--- src/rtl/dpu_pkg.sv ---
package dpu_pkg;

   // Bit distance between the low field start and the high field start.
   function automatic int sep_bits(input int lo_w, input int b_w);
      return lo_w + b_w;
   endfunction

   // Width of the packed wide operand.
   function automatic int pack_bits(input int a_w, input int lo_w, input int b_w);
      return a_w + lo_w + b_w;
   endfunction

   // Width of the full raw product.
   function automatic int raw_bits(input int a_w, input int lo_w, input int b_w);
      return a_w + lo_w + 2 * b_w;
   endfunction

endpackage

--- src/rtl/dpu_pack.sv ---
module dpu_pack
   import dpu_pkg::*;
#(
   parameter int A_W  = 8,
   parameter int B_W  = 8,
   parameter int LO_W = 9
) (
   input  logic                                    clk,
   input  logic                                    rst_n,
   input  logic                                    v_in,
   input  logic [A_W-1:0]                          lo_in,
   input  logic [A_W-1:0]                          hi_in,
   input  logic [B_W-1:0]                          m_in,
   output logic                                    v_q,
   output logic [pack_bits(A_W, LO_W, B_W)-1:0]    word_q,
   output logic [B_W-1:0]                          m_q,
   output logic                                    neg_q
);
   localparam int PACK_W = pack_bits(A_W, LO_W, B_W);

   logic [LO_W-1:0]   lo_field;
   logic [PACK_W-1:0] word_d;

   // Low multiplicand as a LO_W-bit two's-complement field.
   generate
      if (LO_W > A_W) begin : g_lo_extend
         assign lo_field = {{(LO_W - A_W){lo_in[A_W-1]}}, lo_in};
      end else begin : g_lo_direct
         assign lo_field = lo_in;
      end
   endgenerate

   // High multiplicand on top, B_W guard zeros, then the low field.
   assign word_d = {hi_in, {B_W{1'b0}}, lo_field};

   always_ff @(posedge clk or negedge rst_n) begin
      if (!rst_n) begin
         v_q    <= 1'b0;
         word_q <= '0;
         m_q    <= '0;
         neg_q  <= 1'b0;
      end else begin
         v_q <= v_in;
         if (v_in) begin
            word_q <= word_d;
            m_q    <= m_in;
            neg_q  <= lo_in[A_W-1];
         end
      end
   end

   // stage valid follows its input by one edge.
   assert_pack_valid_R2: assert property (@(posedge clk) disable iff (!rst_n)
      $past(rst_n) |-> (v_q == $past(v_in)));

   // the sign flag travels with the packed word of the same operands.
   assert_pack_sign_R4: assert property (@(posedge clk) disable iff (!rst_n)
      ($past(rst_n) && $past(v_in)) |-> (neg_q == word_q[LO_W-1]));

endmodule

--- src/rtl/dpu_mult.sv ---
module dpu_mult
   import dpu_pkg::*;
#(
   parameter int A_W  = 8,
   parameter int B_W  = 8,
   parameter int LO_W = 9
) (
   input  logic                                  clk,
   input  logic                                  rst_n,
   input  logic                                  v_in,
   input  logic [pack_bits(A_W, LO_W, B_W)-1:0]  word_in,
   input  logic [B_W-1:0]                        m_in,
   input  logic                                  neg_in,
   output logic                                  v_q,
   output logic [raw_bits(A_W, LO_W, B_W)-1:0]   raw_q,
   output logic [B_W-1:0]                        m_q,
   output logic                                  neg_q
);
   localparam int PACK_W = pack_bits(A_W, LO_W, B_W);
   localparam int RAW_W  = raw_bits(A_W, LO_W, B_W);

   logic signed [RAW_W-1:0] word_x;
   logic signed [RAW_W-1:0] m_x;
   logic signed [RAW_W-1:0] raw_d;

   // Both operands sign-extended to the full result width, so the
   // truncated product equals the exact signed product.
   assign word_x = {{B_W{word_in[PACK_W-1]}}, word_in};
   assign m_x    = {{PACK_W{m_in[B_W-1]}}, m_in};
   assign raw_d  = word_x * m_x;

   always_ff @(posedge clk or negedge rst_n) begin
      if (!rst_n) begin
         v_q   <= 1'b0;
         raw_q <= '0;
         m_q   <= '0;
         neg_q <= 1'b0;
      end else begin
         v_q <= v_in;
         if (v_in) begin
            raw_q <= raw_d;
            m_q   <= m_in;
            neg_q <= neg_in;
         end
      end
   end

   // stage valid follows its input by one edge.
   assert_mult_valid_R2: assert property (@(posedge clk) disable iff (!rst_n)
      $past(rst_n) |-> (v_q == $past(v_in)));

   // a zero shared value clears the whole raw result.
   assert_mult_zero_R6: assert property (@(posedge clk) disable iff (!rst_n)
      ($past(rst_n) && $past(v_in) && (m_q == '0)) |-> (raw_q == '0));

endmodule

--- src/rtl/dpu_split.sv ---
module dpu_split
   import dpu_pkg::*;
#(
   parameter int A_W  = 8,
   parameter int B_W  = 8,
   parameter int LO_W = 9
) (
   input  logic                                 clk,
   input  logic                                 rst_n,
   input  logic                                 v_in,
   input  logic [raw_bits(A_W, LO_W, B_W)-1:0]  raw_in,
   input  logic [B_W-1:0]                       m_in,
   input  logic                                 neg_in,
   output logic                                 v_q,
   output logic [A_W+B_W-1:0]                   lo_q,
   output logic [A_W+B_W-1:0]                   hi_q
);
   localparam int RAW_W = raw_bits(A_W, LO_W, B_W);
   localparam int SEP   = sep_bits(LO_W, B_W);
   localparam int P_W   = A_W + B_W;

   logic [SEP-1:0] low_raw;
   logic [SEP-1:0] low_fix;
   logic [SEP-1:0] low_full;
   logic [P_W-1:0] hi_top;
   logic [P_W-1:0] hi_d;

   // Low part of the raw result; equals (unsigned low field) x shared value.
   assign low_raw  = raw_in[SEP-1:0];
   // Negative low multiplicand read as unsigned: remove shared << LO_W.
   assign low_fix  = neg_in ? {m_in, {LO_W{1'b0}}} : '0;
   assign low_full = low_raw - low_fix;

   // High field: bits above SEP, plus the borrow taken by a negative low part.
   assign hi_top = raw_in[RAW_W-1:SEP];
   assign hi_d   = hi_top + {{(P_W-1){1'b0}}, low_raw[SEP-1]};

   always_ff @(posedge clk or negedge rst_n) begin
      if (!rst_n) begin
         v_q  <= 1'b0;
         lo_q <= '0;
         hi_q <= '0;
      end else begin
         v_q <= v_in;
         if (v_in) begin
            lo_q <= low_full[P_W-1:0];
            hi_q <= hi_d;
         end
      end
   end

   // stage valid follows its input by one edge.
   assert_split_valid_R2: assert property (@(posedge clk) disable iff (!rst_n)
      $past(rst_n) |-> (v_q == $past(v_in)));

   // the corrected low product must fit the output width, so the bits
   // above it are copies of its sign.
   generate
      if (SEP > P_W) begin : g_fit_check
         assert_low_fits_R4: assert property (@(posedge clk) disable iff (!rst_n)
            v_in |-> ((low_full[SEP-1:P_W-1] == '0) || (&low_full[SEP-1:P_W-1])));
      end
   endgenerate

endmodule

--- src/rtl/dual_product_unit.sv ---
module dual_product_unit
   import dpu_pkg::*;
#(
   parameter int A_W  = 8,
   parameter int B_W  = 8,
   parameter int LO_W = 9
) (
   input  logic                        clk,
   input  logic                        rst_n,
   input  logic                        in_valid,
   input  logic signed [A_W-1:0]       mcand_lo,
   input  logic signed [A_W-1:0]       mcand_hi,
   input  logic signed [B_W-1:0]       mplier,
   output logic                        out_valid,
   output logic signed [A_W+B_W-1:0]   prod_lo,
   output logic signed [A_W+B_W-1:0]   prod_hi
);
   localparam int PACK_W = pack_bits(A_W, LO_W, B_W);
   localparam int RAW_W  = raw_bits(A_W, LO_W, B_W);
   localparam int P_W    = A_W + B_W;

   // Elaboration-time parameter checks.
   generate
      if (A_W < 2) begin : g_bad_a
         $error("dual_product_unit: A_W must be at least 2");
      end
      if (B_W < 2) begin : g_bad_b
         $error("dual_product_unit: B_W must be at least 2");
      end
      if (LO_W < A_W) begin : g_bad_lo
         $error("dual_product_unit: LO_W must not be narrower than A_W");
      end
   endgenerate

   logic              s1_v, s1_neg;
   logic [PACK_W-1:0] s1_word;
   logic [B_W-1:0]    s1_m;
   logic              s2_v, s2_neg;
   logic [RAW_W-1:0]  s2_raw;
   logic [B_W-1:0]    s2_m;
   logic [P_W-1:0]    lo_u, hi_u;

   dpu_pack #(.A_W(A_W), .B_W(B_W), .LO_W(LO_W)) u_pack (
      .clk    (clk),
      .rst_n  (rst_n),
      .v_in   (in_valid),
      .lo_in  (mcand_lo),
      .hi_in  (mcand_hi),
      .m_in   (mplier),
      .v_q    (s1_v),
      .word_q (s1_word),
      .m_q    (s1_m),
      .neg_q  (s1_neg)
   );

   dpu_mult #(.A_W(A_W), .B_W(B_W), .LO_W(LO_W)) u_mult (
      .clk     (clk),
      .rst_n   (rst_n),
      .v_in    (s1_v),
      .word_in (s1_word),
      .m_in    (s1_m),
      .neg_in  (s1_neg),
      .v_q     (s2_v),
      .raw_q   (s2_raw),
      .m_q     (s2_m),
      .neg_q   (s2_neg)
   );

   dpu_split #(.A_W(A_W), .B_W(B_W), .LO_W(LO_W)) u_split (
      .clk    (clk),
      .rst_n  (rst_n),
      .v_in   (s2_v),
      .raw_in (s2_raw),
      .m_in   (s2_m),
      .neg_in (s2_neg),
      .v_q    (out_valid),
      .lo_q   (lo_u),
      .hi_q   (hi_u)
   );

   assign prod_lo = lo_u;
   assign prod_hi = hi_u;

   // Port-level checks; edges since reset release, saturating at 3.
   logic [1:0]            age;
   logic signed [P_W-1:0] lo_x, hi_x, m_x;

   always_ff @(posedge clk or negedge rst_n) begin
      if (!rst_n)           age <= 2'd0;
      else if (age != 2'd3) age <= age + 2'd1;
   end

   assign lo_x = {{B_W{mcand_lo[A_W-1]}}, mcand_lo};
   assign hi_x = {{B_W{mcand_hi[A_W-1]}}, mcand_hi};
   assign m_x  = {{A_W{mplier[B_W-1]}}, mplier};

   assert_reset_quiet_R1: assert property (@(posedge clk)
      !rst_n |=> !out_valid);

   assert_valid_delay_R2: assert property (@(posedge clk) disable iff (!rst_n)
      (age == 2'd3) |-> (out_valid == $past(in_valid, 3)));

   assert_hi_product_R3: assert property (@(posedge clk) disable iff (!rst_n)
      ((age == 2'd3) && out_valid) |-> (prod_hi == $past(hi_x, 3) * $past(m_x, 3)));

   assert_lo_product_R4: assert property (@(posedge clk) disable iff (!rst_n)
      ((age == 2'd3) && out_valid) |-> (prod_lo == $past(lo_x, 3) * $past(m_x, 3)));

   assert_idle_hold_R7: assert property (@(posedge clk) disable iff (!rst_n)
      !out_valid |-> ($stable(prod_lo) && $stable(prod_hi)));

endmodule

--- config.mk ---
export PLATFORM = sky130hd
export DESIGN_NAME = dual_product_unit
export DESIGN_NICKNAME = d
export VERILOG_FILES = /design/src/rtl/dpu_pkg.sv /design/src/rtl/dpu_pack.sv /design/src/rtl/dpu_mult.sv /design/src/rtl/dpu_split.sv /design/src/rtl/dual_product_unit.sv
export SDC_FILE = /design/constraint.sdc
export NUM_CORES = 1
export LEC_CHECK = 0
export BUFFER_PORTS_ARGS = -buffer_cell sky130_fd_sc_hd__buf_2
export CAP_MARGIN = 20
export CORE_ASPECT_RATIO = 1.25
export CORE_MARGIN = 3
export CORE_UTILIZATION = 60
export DETAILED_ROUTE_END_ITERATION = 10
export GPL_ROUTABILITY_DRIVEN = 0
export MAX_ROUTING_LAYER = met4
export PLACE_DENSITY = 0.83
export SKIP_LAST_GASP = 1
export SLEW_MARGIN = 20
export SYNTH_ARGS = -nofsm -noshare
export SYNTH_HDL_FRONTEND = slang
export SYNTH_SLANG_ARGS = --single-unit
--- constraint.sdc ---
create_clock -name clk -period 12.37 [get_ports clk]
set_input_delay 0 -clock clk [delete_from_list [all_inputs] [get_ports clk]]
set_output_delay 0 -clock clk [all_outputs]
set_load 0.1 [all_outputs]
======== After elaboration in Yosys (flattened, before gate mapping) ========
Cells that the tools add are included.
word-level totals
  flip-flop bits (word level) ............. 102
  bits of input ports ..................... 27
  word-level logic and storage cells ...... 15
cells by class
  add/sub/neg operators ................... 2
  multipliers ............................. 1
  muxes and demuxes ....................... 1
operators by type and width
  cell                         count
  multiplier 25 x 8 -> 33 bit  1
  adder 16 x 1 -> 16 bit       1
  two-way mux 16 bit           1
  subtractor 16 bit            1

======== Depth between registers and ports, before layout ========
  word-level depth ........................ 2
  depth in mapped cells ................... 19
  mapped depth without buffers ............ 17

======== Modules after synthesis ========
From an unflattened synthesis, not the netlist that was laid out.
second synthesis, totals
  cells, all modules ...................... 1205
  area total of the unflattened synthesis .. 11788.8 um^2
modules (own cells, without submodules)
  module     times used  cells each  area an instance (um^2)  seq. area each (um^2)
  dpu_mult   1           962         8816.0                   1076.0
  dpu_split  1           180         1871.8                   825.8
  dpu_pack   1           63          1101.1                   625.6

======== Least setup slack after synthesis ========
No wires, ideal clock.
  path kind ............................... flip-flop to flip-flop
  from .................................... register u_pack.m_q[7]
  to ...................................... register u_mult.raw_q[31]
  arrival time ............................ 5.038 ns
  required time ........................... 12.243 ns
  slack ................................... 7.205 ns
  cell stages (with the launch flop) ...... 19
  cells stage by stage .................... dfrtp_1 -> inv_1 -> clkbuf_1 -> nor2_1 -> fa_1 -> fa_1 -> fa_1 -> inv_1 -> fa_1 -> inv_1 -> ha_1 -> clkbuf_2 -> a21oi_1 -> o21bai_1 -> a2111oi_2 -> nor3_1 -> a211oi_1 -> mux2i_1 -> nand3_1
between the ends
  word-level cells in the longest chain between the ends .. 1
RTL lines
  what                         RTL line        source
  from (decl)                  dpu_pack.sv:16  output logic [B_W-1:0] m_q,
  from (signal assigned)       dpu_pack.sv:46  m_q <= m_in;
  multiplier 25 x 8 -> 33 bit  dpu_mult.sv:30  assign raw_d = word_x * m_x;
  to (signal assigned)         dpu_mult.sv:41  raw_q <= raw_d;
  to (decl)                    dpu_mult.sv:15  output logic [raw_bits(A_W, LO_W, B_W)-1:0] raw_q,
Every way passes these cells.
A chain may end at the register's enable or synchronous reset.

======== Worst setup path in the final report ========
Same ends and word-level chain as after synthesis.

==> out/metrics.csv <==
stage;metric;value;unit
sta;TNS Setup;0;ns
logic_synthesis;Mapped Area;9810;um^2
final_layout;final core occ;68.2;%
global_routing;vias in the first global route;7015;
setup_path;WP data arrival;5.90;ns
logic_synthesis;EDFF count, synth;0;
final_layout;post-route cell area;10800;um^2
setup_path;Critical Path Most Common Cell;fa_1;
route;routed vias/inst;5.46;
floorplan;die width;120;um
setup_path;CP Data Required Time;12.61;ns
global_routing;busiest grt layer;met2;
clocking;Root Driver;clkbuf_16;
final_layout;Synth-to-Final Area Change;10.0;%
logic_synthesis;Syn Nets;1214;
route;routed len/inst;15.4;um
sta;RSZ-0062 raised after global routing;no;
route;Routed WL;19700;um
final_layout;commonest non-fill, non-tap cell in the layout;inv_1;
clocking;Clock Tree Buf Depth;2;
logic_synthesis;Primary FF master, synth;dfrtp_1;
clocking;Clock transition at path regs;0.07;ns
sta;max-slew violation count;0;
floorplan;Rows;51;
setup_path;CP Class;flip-flop to flip-flop;
clocking;Clock Sinks;100;
setup_path;Setup crit end kind;flip-flop;
global_routing;gr usage total;23.8;%
setup_path;CP peak stage delay;0.71;ns
flow_run;maxcap violations;0;
setup_path;cell breakdown of the critical path;inv_1, nor2_1, fa_1, fa_1, fa_1, inv_1, fa_1, inv_1, ha_1, a21oi_1, o21bai_1, a2111oi_2, nor3_1, a211oi_1, mux2i_1, nand3_1;
clocking;H-tree Lvls;3;
floorplan;Ports;60;
global_routing;largest net degree at the start of global routing;65;
final_layout;diode count;0;
place;IO buf count;59;
final_layout;most frequent cells in the layout;inv_1, fa_1, dfrtp_1, ha_1, and2_1;
route;DR vias;6986;
sta;clk_skew;0.00960;ns
route;Routed Antenna Nets;0;
final_layout;layout cells sized above 1;15.4;%
logic_synthesis;Post-synth ARST share;100;%
logic_synthesis;syn avg cell area;9.85;um^2
final_layout;Final #Nets;1281;
sta;Final period util;45.8;%
sta;crit path time final;5.67;ns
logic_synthesis;Mapped Cells;996;
floorplan;Starting Density;62.0;%
place;DP Area;10200;um^2
route;iteration-0 DRC count of the detailed router;344;
logic_synthesis;sequential fraction of the synthesis area;25.5;%
sta;Final Hold Vio Count;0;
logic_synthesis;synth warn;0;
floorplan;Die Ht;149;um
sta;final setup vio count;0;
sta;Worst Tran Pin Value;0.806;ns
logic_synthesis;unique cell type count in the Yosys netlist;62;
floorplan;core area;15800;um^2
clocking;Clock Latency Late Sink;0.36;ns
setup_path;crit start category;flip-flop;
global_routing;met3 usage;2.69;%
outcome;status;finished clean;
place;final HPWL from detailed placement;15100;um
floorplan;die footprint;17900;um^2
global_routing;GR Util met1;33.4;%
global_routing;M2 GR Usage;37.8;%
global_routing;initial antenna violation count;0;
logic_synthesis;Yosys reg bits;100;
setup_path;Critical-path top delay cell;dfrtp_1;
global_routing;GR Overflow Total;0;
global_routing;global-route wire length before repair;33600;um
sta;Rel. slew slack;46.3;%
route;DR DRC count;0;
sta;achievable frequency;176;MHz
route;TritonRoute pass-1 iters;5;
clocking;CTS tree;done;
min_path;Hold Crit Class;primary input to flip-flop;
setup_path;crit path max fanout;14;
clocking;post-CTS sizing;0;
clocking;total CTS buffers;9;
[layer usage]
| layer | share of wire (%) | vias up | routed length, um |
|---|---|---|---|
| met3 | 4.2 | 21 | 834 |
| met2 | 48 | 187 | 9510 |
| met4 | 1.5 | 0 | 289 |
| met5 | 0 | - | 0 |
| li1 | - | 3336 | - |
| met1 | 46 | 3442 | 9030 |
[what timing repair did]
item / in CTS / in global routing
setup buffers: 0 / 0
hold buffers: 25 / 0
hold endpoints to repair: 60 / 0
[logic make-up (layout without fill, tap and decap cells)]
| group | count (synthesis) | after routing | synth area share [%] |
|---|---|---|---|
| buf+inv | 209 | 281 | 8.39 |
| mux | 71 | 71 | 8.09 |
| flops | 100 | 100 | 25.5 |
| other cells | 1 | 1 | 0.0382 |
| compound gates | 118 | 118 | 7.92 |
| xor+xnor | 46 | 46 | 4.11 |
| fa+ha+maj | 191 | 191 | 32.2 |
| simple gates | 260 | 260 | 13.8 |
[cell usage after synthesis (2+ instances only)]
library cell / instances / share of area, %
a31o_2: 2 / 0.18
buf_6: 2 / 0.23
mux2i_1: 5 / 0.51
nand2b_1: 7 / 0.45
clkbuf_1: 23 / 0.88
a31oi_1: 4 / 0.26
o21bai_1: 3 / 0.23
nor3_1: 6 / 0.31
nand3_1: 15 / 0.77
xor2_1: 17 / 1.5
xnor2_1: 29 / 2.6
o211ai_2: 2 / 0.26
nand2_1: 68 / 2.6
inv_1: 178 / 6.8
o21ai_0: 25 / 1.3
a21oi_1: 43 / 2.2
nand4_1: 13 / 0.83
o21a_1: 2 / 0.15
fa_1: 102 / 21
mux2_2: 66 / 7.6
o311ai_1: 2 / 0.18
ha_1: 89 / 11
o211ai_1: 3 / 0.23
or2_2: 3 / 0.19
buf_4: 2 / 0.15
a211o_1: 3 / 0.27
and2_1: 84 / 5.4
a211oi_1: 5 / 0.38
a21o_1: 11 / 0.84
nor2_1: 45 / 1.7
or3_1: 5 / 0.32
dfrtp_1: 100 / 26
nor2b_1: 3 / 0.19
[per-stage QoR]
| stage | setup WS (ns) | instances | hold slack (ns) |
|---|---|---|---|
| finish | 6.70 | 1280 | 0.0324 |
| global route | 6.27 | 1280 | 0.0642 |
| CTS | 6.78 | 1280 | 0.0268 |
| detailed placement | 6.81 | 1239 | -0.000520 |
| global placement | 6.95 | 1239 | -0.00491 |
| floorplan | 7.21 | 996 | -0.296 |
[area by class of cell]
cell class | count | area [um^2]
flip-flops and latches | 100 | 2500
well taps | 212 | 265
multi-input cells | 687 | 6480
clock buffers | 9 | 225
inverters | 178 | 668
repair buffers | 87 | 571
clock inverters | 7 | 75.1
fillers | 1219 | 5040
[sequential cells by signal (all words and copies together) (netlist names)]
register and count:
u_mult.raw_q 33, u_pack.word_q 16, u_split.hi_q 16, u_split.lo_q 16, u_pack.m_q 8, u_mult.m_q 7
u_mult.neg_q 1, u_mult.v_q 1, u_pack.v_q 1, u_split.v_q 1
[final timing paths]
path,start,slack [ns],depth (start not counted),end
min in group asynchronous,rst_n,0.14,2,u_pack.word_q[21]
setup reg to reg,u_pack.m_q[7],6.70,16,u_mult.raw_q[31]
hold / removal,in_valid,0.03,1,u_pack.v_q
setup / recovery,u_pack.m_q[7],6.70,16,u_mult.raw_q[31]
max in group asynchronous,rst_n,11.03,3,u_split.hi_q[6]
hold reg to reg,u_mult.raw_q[5],0.49,2,u_mult.raw_q[5]
[worst max-delay path, delay by kind of cell (launching register included)]
| family | cells | cell delay, ns |
|---|---|---|
| muxes | 1 | 0.23 |
| DFF | 1 | 0.71 |
| buffers and inverters | 3 | 0.53 |
| adders and majority gates | 5 | 2.40 |
| and+or+nand+nor | 3 | 0.47 |
| AOI/OAI and AO/OA | 4 | 1.19 |
Power is left out: the tool's default activity adds up to more than one toggle a clock period on the data nets, which glitch-free logic cannot reach.
